## config.mk

```make
export PLATFORM = sky130hd
export DESIGN_NAME = nibble_dac_writer
export DESIGN_NICKNAME = d
export VERILOG_FILES = /design/src/rtl/ndw_pkg.sv /design/src/rtl/ndw_interval_timer.sv /design/src/rtl/ndw_step_plan.sv /design/src/rtl/nibble_dac_writer.sv
export SDC_FILE = /design/constraint.sdc
export NUM_CORES = 1
export LEC_CHECK = 0
export BUFFER_PORTS_ARGS = -buffer_cell sky130_fd_sc_hd__buf_2
export CORE_ASPECT_RATIO = 0.75
export CORE_MARGIN = 8
export CORE_UTILIZATION = 55
export CTS_BUF_LIST = sky130_fd_sc_hd__clkbuf_4 sky130_fd_sc_hd__clkbuf_8
export DETAILED_ROUTE_END_ITERATION = 6
export GPL_TIMING_DRIVEN = 0
export HOLD_SLACK_MARGIN = 0.15
export PLACE_DENSITY = 0.82
export SKIP_CTS_REPAIR_TIMING = 1
export SYNTH_ARGS = -nofsm -noshare
export SYNTH_HDL_FRONTEND = slang
export SYNTH_HIERARCHICAL = 1
export SYNTH_SLANG_ARGS = --single-unit
```

## constraint.sdc

```tcl
create_clock -name clk -period 2.6 [get_ports clk]
set_input_delay 0.26 -clock clk [delete_from_list [all_inputs] [get_ports clk]]
set_output_delay 0.26 -clock clk [all_outputs]
set_load 0.005 [all_outputs]
```

## src/rtl/ndw_pkg.sv

```systemverilog
package ndw_pkg;

    localparam int CODE_W = 10;
    localparam int WORD_W = CODE_W + 2;
    localparam int BUS_W  = 8;
    localparam int ADDR_W = 2;
    localparam int STEP_W = 2;

    typedef enum logic [2:0] {
        ST_IDLE,
        ST_SETUP,
        ST_STROBE,
        ST_HOLD,
        ST_LOAD,
        ST_DONE
    } ndw_state_e;

    typedef struct packed {
        logic [ADDR_W-1:0] addr;
        logic [BUS_W-1:0]  data;
        logic              last;
    } ndw_step_t;

endpackage

```

## src/rtl/ndw_interval_timer.sv

```systemverilog
module ndw_interval_timer #(
    parameter int CNT_W = 4
) (
    input  logic             clk,
    input  logic             rst_n,
    input  logic             restart_i,
    input  logic [CNT_W-1:0] len_i,
    output logic             expired_o
);

    logic [CNT_W-1:0] cnt_q;

    // Reloaded with len-1 on every state change, so a phase lasts len cycles.
    always_ff @(posedge clk) begin
        if (!rst_n) begin
            cnt_q <= '0;
        end else if (restart_i) begin
            cnt_q <= len_i - CNT_W'(1);
        end else if (cnt_q != '0) begin
            cnt_q <= cnt_q - CNT_W'(1);
        end
    end

    assign expired_o = (cnt_q == '0);

endmodule

```

## src/rtl/ndw_step_plan.sv

```systemverilog
module ndw_step_plan
    import ndw_pkg::*;
(
    input  logic [WORD_W-1:0] word_i,
    input  logic              wide_i,
    input  logic              transparent_i,
    input  logic [STEP_W-1:0] step_i,
    output ndw_step_t         step_o
);

    localparam logic [ADDR_W-1:0] ADR_HIGH = 2'b11;
    localparam logic [ADDR_W-1:0] ADR_MID  = 2'b01;
    localparam logic [ADDR_W-1:0] ADR_LOW  = 2'b10;
    localparam logic [ADDR_W-1:0] ADR_BYTE = 2'b00;

    logic [BUS_W-1:0] nib_high;
    logic [BUS_W-1:0] nib_mid;
    logic [BUS_W-1:0] nib_low;
    logic [BUS_W-1:0] byte_lo;

    assign nib_high = {4'h0, word_i[11:8]};
    assign nib_mid  = {4'h0, word_i[7:4]};
    assign nib_low  = {4'h0, word_i[3:0]};
    assign byte_lo  = word_i[7:0];

    always_comb begin
        step_o = '{addr: ADR_HIGH, data: nib_high, last: 1'b0};
        if (!wide_i) begin
            case (step_i)
                2'd0:    step_o = '{addr: ADR_HIGH, data: nib_high, last: 1'b0};
                2'd1:    step_o = '{addr: ADR_MID,  data: nib_mid,  last: 1'b0};
                default: step_o = '{addr: ADR_LOW,  data: nib_low,  last: 1'b1};
            endcase
        end else if (transparent_i) begin
            // Load line open: the low byte must land before the high nibble.
            if (step_i == '0) step_o = '{addr: ADR_BYTE, data: byte_lo,  last: 1'b0};
            else              step_o = '{addr: ADR_HIGH, data: nib_high, last: 1'b1};
        end else begin
            if (step_i == '0) step_o = '{addr: ADR_HIGH, data: nib_high, last: 1'b0};
            else              step_o = '{addr: ADR_BYTE, data: byte_lo,  last: 1'b1};
        end
    end

endmodule

```

## src/rtl/nibble_dac_writer.sv

```systemverilog
module nibble_dac_writer
    import ndw_pkg::*;
#(
    parameter int SETUP_CYC = 3,
    parameter int PULSE_CYC = 3,
    parameter int HOLD_CYC  = 2,
    parameter int LOAD_CYC  = 3
) (
    input  logic              clk,
    input  logic              rst_n,
    input  logic              req_valid,
    output logic              req_ready,
    input  logic [CODE_W-1:0] req_code,
    input  logic              req_wide,
    input  logic              req_transparent,
    output logic [ADDR_W-1:0] bus_addr,
    output logic [BUS_W-1:0]  bus_data,
    output logic              bus_cs_n,
    output logic              bus_wr_n,
    output logic              bus_ld_n,
    output logic              done
);

    localparam int MAX_SP  = (SETUP_CYC > PULSE_CYC) ? SETUP_CYC : PULSE_CYC;
    localparam int MAX_HL  = (HOLD_CYC > LOAD_CYC) ? HOLD_CYC : LOAD_CYC;
    localparam int MAX_CYC = (MAX_SP > MAX_HL) ? MAX_SP : MAX_HL;
    localparam int CNT_W   = $clog2(MAX_CYC + 1);

    ndw_state_e        state_q, state_d;
    logic [WORD_W-1:0] word_q;
    logic              wide_q;
    logic              transparent_q;
    logic [STEP_W-1:0] step_q;
    logic [CNT_W-1:0]  phase_len;
    logic              phase_over;
    logic              restart;
    logic              accept;
    ndw_step_t         plan;

    assign accept  = (state_q == ST_IDLE) && req_valid;
    assign restart = (state_d != state_q);

    ndw_step_plan u_plan (
        .word_i        (word_q),
        .wide_i        (wide_q),
        .transparent_i (transparent_q),
        .step_i        (step_q),
        .step_o        (plan)
    );

    ndw_interval_timer #(.CNT_W(CNT_W)) u_timer (
        .clk       (clk),
        .rst_n     (rst_n),
        .restart_i (restart),
        .len_i     (phase_len),
        .expired_o (phase_over)
    );

    always_comb begin
        unique case (state_d)
            ST_SETUP:  phase_len = CNT_W'(SETUP_CYC);
            ST_STROBE: phase_len = CNT_W'(PULSE_CYC);
            ST_HOLD:   phase_len = CNT_W'(HOLD_CYC);
            ST_LOAD:   phase_len = CNT_W'(LOAD_CYC);
            default:   phase_len = CNT_W'(1);
        endcase
    end

    // State register.
    always_ff @(posedge clk) begin
        if (!rst_n) state_q <= ST_IDLE;
        else        state_q <= state_d;
    end

    // Request capture and write-cycle index.
    always_ff @(posedge clk) begin
        if (!rst_n) begin
            word_q        <= '0;
            wide_q        <= 1'b0;
            transparent_q <= 1'b0;
            step_q        <= '0;
        end else if (accept) begin
            word_q        <= {req_code, 2'b00};
            wide_q        <= req_wide;
            transparent_q <= req_transparent;
            step_q        <= '0;
        end else if (state_q == ST_HOLD && state_d == ST_SETUP) begin
            step_q        <= step_q + STEP_W'(1);
        end
    end

    always_comb begin
        state_d = state_q;
        unique case (state_q)
            ST_IDLE:   if (req_valid)  state_d = ST_SETUP;
            ST_SETUP:  if (phase_over) state_d = ST_STROBE;
            ST_STROBE: if (phase_over) state_d = ST_HOLD;
            ST_HOLD: begin
                if (phase_over) begin
                    if (!plan.last)        state_d = ST_SETUP;
                    else if (transparent_q) state_d = ST_DONE;
                    else                   state_d = ST_LOAD;
                end
            end
            ST_LOAD:   if (phase_over) state_d = ST_DONE;
            ST_DONE:   state_d = ST_IDLE;
        endcase
    end

    // Output decode.
    always_comb begin
        req_ready = 1'b0;
        bus_addr  = '0;
        bus_data  = '0;
        bus_cs_n  = 1'b1;
        bus_wr_n  = 1'b1;
        bus_ld_n  = 1'b1;
        done      = 1'b0;
        unique case (state_q)
            ST_IDLE: req_ready = 1'b1;
            ST_SETUP, ST_STROBE, ST_HOLD: begin
                bus_addr = plan.addr;
                bus_data = plan.data;
                bus_cs_n = 1'b0;
                bus_wr_n = (state_q != ST_STROBE);
                bus_ld_n = !transparent_q;
            end
            ST_LOAD: bus_ld_n = 1'b0;
            ST_DONE: done = 1'b1;
        endcase
    end

endmodule

```

# --- Word level (Yosys, flattened, before mapping) ---
# Index checks and enable logic that the tools add are counted.
totals:
  word_cells: 56
  output_inout_bits: 15
  ff_bits: 19
  inputBits: 15
  mem_bits_rw: 0
  latchBits: 0
  mem_bits_ro: 0
  n_memories: 0
op_classes:
  div: 0
  addsub: 3
  eq_ne: 12
  n_bitwise: 1
  shift: 0
  multipliers: 0
  muxes: 23
  n_lt_le_gt_ge: 0
  n_reduce_logical: 11
ops:
  columns: ["cell", "n"]
  rows:
  - ["$mux W11", 4]
  - ["$pmux W11 S2", 1]
  - ["$mux W3", 6]
  - ["$pmux W3 S6", 1]
  - ["$eq A3 B2 Y1 const B", 4]
  - ["$eq A3 B3 Y1 const B", 3]
  - ["$mux W8", 1]
  - ["$eq A3 B1 Y1 const B", 2]
  - ["$mux W2", 3]
  - ["$reduce_or A3 Y1", 2]
  - ["$mux W1", 5]
  - ["$logic_not A2 Y1", 2]
  - ["$pmux W2 S2", 1]
  - ["$reduce_bool A2 Y1", 2]
  - ["$sub A2 B1 Y2 const B", 2]
  - ["$logic_not A3 Y1", 1]
  - ["$ne A3 B2 Y1 const B", 1]
  - ["$ne A3 B3 Y1", 1]
  - ["$add A2 B1 Y2 const B", 1]
  - ["$eq A2 B1 Y1 const B", 1]
  - ["$logic_and A1 B1 Y1", 2]
  - ["$pmux W1 S2", 1]
  - ["$reduce_or A2 Y1", 1]
  - ["$logic_not A1 Y1", 1]
  - ["$not A1 Y1", 1]

# --- Logic depth before layout (Yosys ltp) ---
logic_depth:
  depth_word: 12
  ltp_mapped: 8
  ltp_nobuf: 7

# --- Modules after synthesis ---
# Netlist, hierarchy kept.
by_module_without_submodules:
  columns: ["mod", "n_inst", "area_per_inst_um2", "cells_per_inst"]
  rows:
  - ["nibble_dac_writer", 1, 947.2, 119]
  - ["ndw_step_plan", 1, 205.2, 32]
  - ["ndw_interval_timer", 1, 96.3, 10]

# --- Worst setup path after synthesis ---
# OpenSTA, ideal clock, no wires.
synth_timing:
  path_kind: "register to register"
  start: "register u_timer.cnt_q[0]"
  end: "register u_timer.cnt_q[1]"
  slack_ns: 0.753
  setup_time_ns: 0.074
  required_ns: 2.526
  path_buffers: 0
  path_stages_with_launch: 8
  arrival_time_ns: 1.773
  period_less_slack_ns: 1.847
  cell_sequence: "dfxtp_1 > nor2_1 > or2b_2 > a21oi_1 > nor4_2 > mux2_4 > xor2_1 > o21ai_0"
synth_between:
  elab_chain_len: 8
  word_cells_on_any_way: 19
  classes_between: "add/sub (2); eq/ne (5); mux (8); reduce/logical (4)"
synth_rtl:
  columns: ["item", "line", "rtl"]
  rows:
  - ["start, declared", "ndw_interval_timer.sv:11", "logic [CNT_W-1:0] cnt_q;"]
  - ["start signal, assigned", "ndw_interval_timer.sv:18", "cnt_q <= len_i - CNT_W'(1);"]
  - ["start signal, assigned", "ndw_interval_timer.sv:20", "cnt_q <= cnt_q - CNT_W'(1);"]
  - ["$logic_not A2 Y1 *", "ndw_interval_timer.sv:24", "assign expired_o = (cnt_q == '0);"]
  - ["via phase_over", "nibble_dac_writer.sv:35", "logic phase_over;"]
  - ["$mux W3 (on tied branches)", null, null]
  - ["$pmux W3 S6 *", "nibble_dac_writer.sv:94", "unique case (state_q)"]
  - ["$eq A3 B1 Y1 (tied with other cells)", "nibble_dac_writer.sv:60", "unique case (state_d)"]
  - ["$reduce_or A3 Y1 (no source line)", null, null]
  - ["$pmux W2 S2 *", "nibble_dac_writer.sv:60", null]
  - ["via phase_len[1]", "nibble_dac_writer.sv:34", "logic [CNT_W-1:0] phase_len;"]
  - ["$sub A2 B1 Y2 *", "ndw_interval_timer.sv:18", null]
  - ["$mux W2 *", "ndw_interval_timer.sv:17", "end else if (restart_i) begin"]
# Mark *: on every way through the listed nets, which the timed path passes. The rest lies on a longest branch. The select of a mux whose other input is x is not followed.
# A chain may end at the register's enable or synchronous reset.

==> impl_metrics.ini <==
[status]
outcome = complete, no violations

[clock_tree]
cts-root-buf = clkbuf_4
clk_latency_ns = 0.30
cts.path.max_buffers = 2
h-tree-depth = 1
path_clk_slew_ns = 0.11
cts_sinks = 19
numCtsBuffers = 3
cts_tree = yes

[timing]
max_freq_mhz = 439
finalSetupViolations = 0
setup_ws_ns = 0.322
rsz0062_at_grt = no
hold_slack_ns = 0.181
skew_ns = 0.00742
period_minus_slack_ns = 2.28
finalCritPeriodShare_pct = 87.6
finalMaxSlewViolations = 0
max-slew-margin-rel_pct = 61.6
hold_viol = 0
final.setup.tns_ns = 0
worstMarginPinSlew_ns = 0.574

[synthesis]
ys_seq_area_share_pct = 30.5
synth_compound_area_share_pct = 19.3
synth_simple_gate_area_share_pct = 37.6
ys_ff_latch = 19
synth_xor_area_share_pct = 4.91
synth_fa_ha_area_share_pct = 0
ys_types = 44
synth_top_family_by_area = simple AND/OR/NAND/NOR gates
syn_area_um2 = 1250
synth.avg_cell_area_um2 = 7.76
yosys_warnings = 6
synthCells = 161
synth.area.mux_share_pct = 1.20

[route]
drc = 0
drt_first_pass_iters = 4
routed_wl_um = 2950
drt-initial-drc-count = 68
wire_per_inst_um = 13.4
avgViaCountPerCell = 5.33
ant_nets = 0
vias = 1172

[min_path]
hold_path.class = primary input to register
hold_depth = 3

[power]
p_leak_nw = 0.620
max-vdd-ir-drop_uv = 409
powerDensity_nw_per_um2 = 773

[global_route]
antenna_found_initial = 0
grt_use_total_pct = 15.6
grt_pass1_wl_um = 5180
grt_pass1_vias = 1174
overflow = 0
grt_max_degree = 11

[place]
place_area_um2 = 1430
place_ws_ns = 0.556
gp_routability_congestion = 0.809
portBuffers = 29
dpl.hpwl_um = 2310

[worst_setup_path]
slowest_delay_ns = 0.37
worstSetupEndpoint = bus_data[2]
r2r_end = u_timer/cnt_q[1]
r2r_slack_ns = 0.52
arrival_ns = 2.02
critPathBufInv = 2
crit_path_cell_trace = clkbuf_1 > nor4bb_1 > a221o_2 > a221o_1 > and2_1 > buf_2
path_depth = 6
crit_family = compound AO/OA/AOI/OAI gates
critPathKind = register to primary output
cp_max_fo = 9
regToRegStartpoint = u_timer/cnt_q[0]
crit_required_ns = 2.34
crit_slowest_cell = dfxtp_1
cp-end-kind = primary output
critPathLaunch = step_q[1]
setup.worst_path.start_class = register
r2r_cells = 7

[finish]
drive_gt1_share_pct = 24.1
syn_to_final_growth_pct = 16.8
antennaDiodeCount = 0
fin_nets = 211
final_cell_area_um2 = 1460

[floorplan]
pin_count = 30
fp.dieArea_um2 = 4070
core_um2 = 2230
rows = 15
start_util_pct = 55.9
die_w_um = 71.0
fp.dieH_um = 57.3

[job]
maxCapViolCount = 0
how the worst min path moves through the flow:
stage | endpoint | start
after floorplan | u_timer/cnt_q[0] | rst_n
after global placement | word_q[10] | word_q[10]
after detailed placement | word_q[10] | word_q[10]
after CTS | word_q[10] | req_code[8]
after global routing | word_q[6] | req_code[4]
final | word_q[10] | req_code[8]
registers in the layout, indices dropped and copies added (netlist names):
name           count
state_q            3
step_q             2
transparent_q      1
u_timer/cnt_q      2
wide_q             1
word_q            10
layout by cell type, fill, tap and decap left out, drive strengths merged:
| cell | n |
|---|---|
| nand4b | 2 |
| buf | 32 |
| nor3b | 3 |
| xor2 | 3 |
| dfxtp | 19 |
| conb | 2 |
| a21oi | 2 |
| nand2 | 32 |
| a221oi | 1 |
| clkbuf | 9 |
| nand3 | 1 |
| xnor2 | 4 |
| nor2 | 12 |
| or3 | 2 |
| and3b | 1 |
| nor4b | 1 |
| a22oi | 1 |
| a21o | 1 |
| nand3b | 1 |
| o211a | 1 |
| a221o | 5 |
| inv | 7 |
| nor4bb | 1 |
| nor3 | 3 |
| or2b | 1 |
| nor2b | 3 |
| and2 | 16 |
| or2 | 1 |
| o21a | 2 |
| mux2 | 1 |
| o21ai | 5 |
| nand2b | 3 |
| or3b | 1 |
| a21boi | 13 |
| o211ai | 1 |
| nor4 | 2 |
per-layer routing:
layer | share of wire [%] | routed length [um] | GRT usage [%] | vias to the layer above
li1 | - | - | - | 610
met1 | 46 | 1350 | 17.2 | 531
met2 | 48 | 1420 | 27.5 | 29
met3 | 5.2 | 153 | 5.24 | 2
met4 | 0.54 | 16 | 5.01 | 0
met5 | 0 | 0 | 0 | -
stage by stage:
step | instances | total power, mW | util [%]
floorplan | 162 | 0.809 | -
global placement | 216 | 0.942 | 64.0
detailed placement | 216 | 0.971 | 64.0
CTS | 220 | 1.14 | 65.3
global route | 220 | 1.23 | 65.3
finish | 220 | 1.13 | 65.3
Yosys cell counts, drive strengths merged:
library cell  count  area [um2]
o211a             1        10.0
a21oi             2        10.0
nor3b             3        27.5
nand2            32         130
a21o              1        8.76
a221oi            1        8.76
and2             16         101
o21a              2        15.0
nor4b             1        8.76
nor4bb            1        10.0
nor4              2        18.8
nor2b             3        18.8
a221o             5        51.3
nand3             1        5.00
mux2              1        15.0
nand4b            2        17.5
or2b              1        8.76
o211ai            1        7.51
dfxtp            19         380
nor3              3        15.0
xnor2             4        35.0
or2               1        6.26
or3b              1        8.76
o21ai             5        25.0
a22oi             1        7.51
or3               2        12.5
clkbuf            5        28.8
a21boi           13        97.6
buf               3        22.5
nor2             12        45.0
xor2              3        26.3
nand3b            1        7.51
and3b             1        8.76
nand2b            3        18.8
conb              1        3.75
inv               7        26.3
final cells by class:
| type | instances | area (um2) |
|---|---|---|
| Clock buffer | 4 | 30.0 |
| Buffer | 8 | 51.3 |
| Inverter | 7 | 26.3 |
| Tap cell | 25 | 31.3 |
| Sequential cell | 19 | 380 |
| Timing Repair Buffer | 29 | 145 |
| Fill cell | 222 | 774 |
| Multi-Input combinational cell | 128 | 795 |
cells by family after synthesis:
| kind of cell | after synthesis |
|---|---|
| other | 1 |
| AND/OR/NAND/NOR | 86 |
| multiplexers | 1 |
| flip-flops | 19 |
| XOR/XNOR | 7 |
| buffers and inverters | 15 |
| AO/OA/AOI/OAI | 32 |
tightest hold or removal path: stages:
cell and delay (ns):
buf_2 0.10, nand2_1 0.04, a21boi_1 0.05
power by group:
| part | leakage [nW] | internal [mW] | switching, mW |
|---|---|---|---|
| clock network | 0.0184 | 0.0702 | 0.0934 |
| registers | 0.156 | 0.345 | 0.0492 |
| logic | 0.446 | 0.257 | 0.313 |
| total | 0.620 | 0.673 | 0.456 |
No activity file was read; power rests on OpenSTA's default activity.
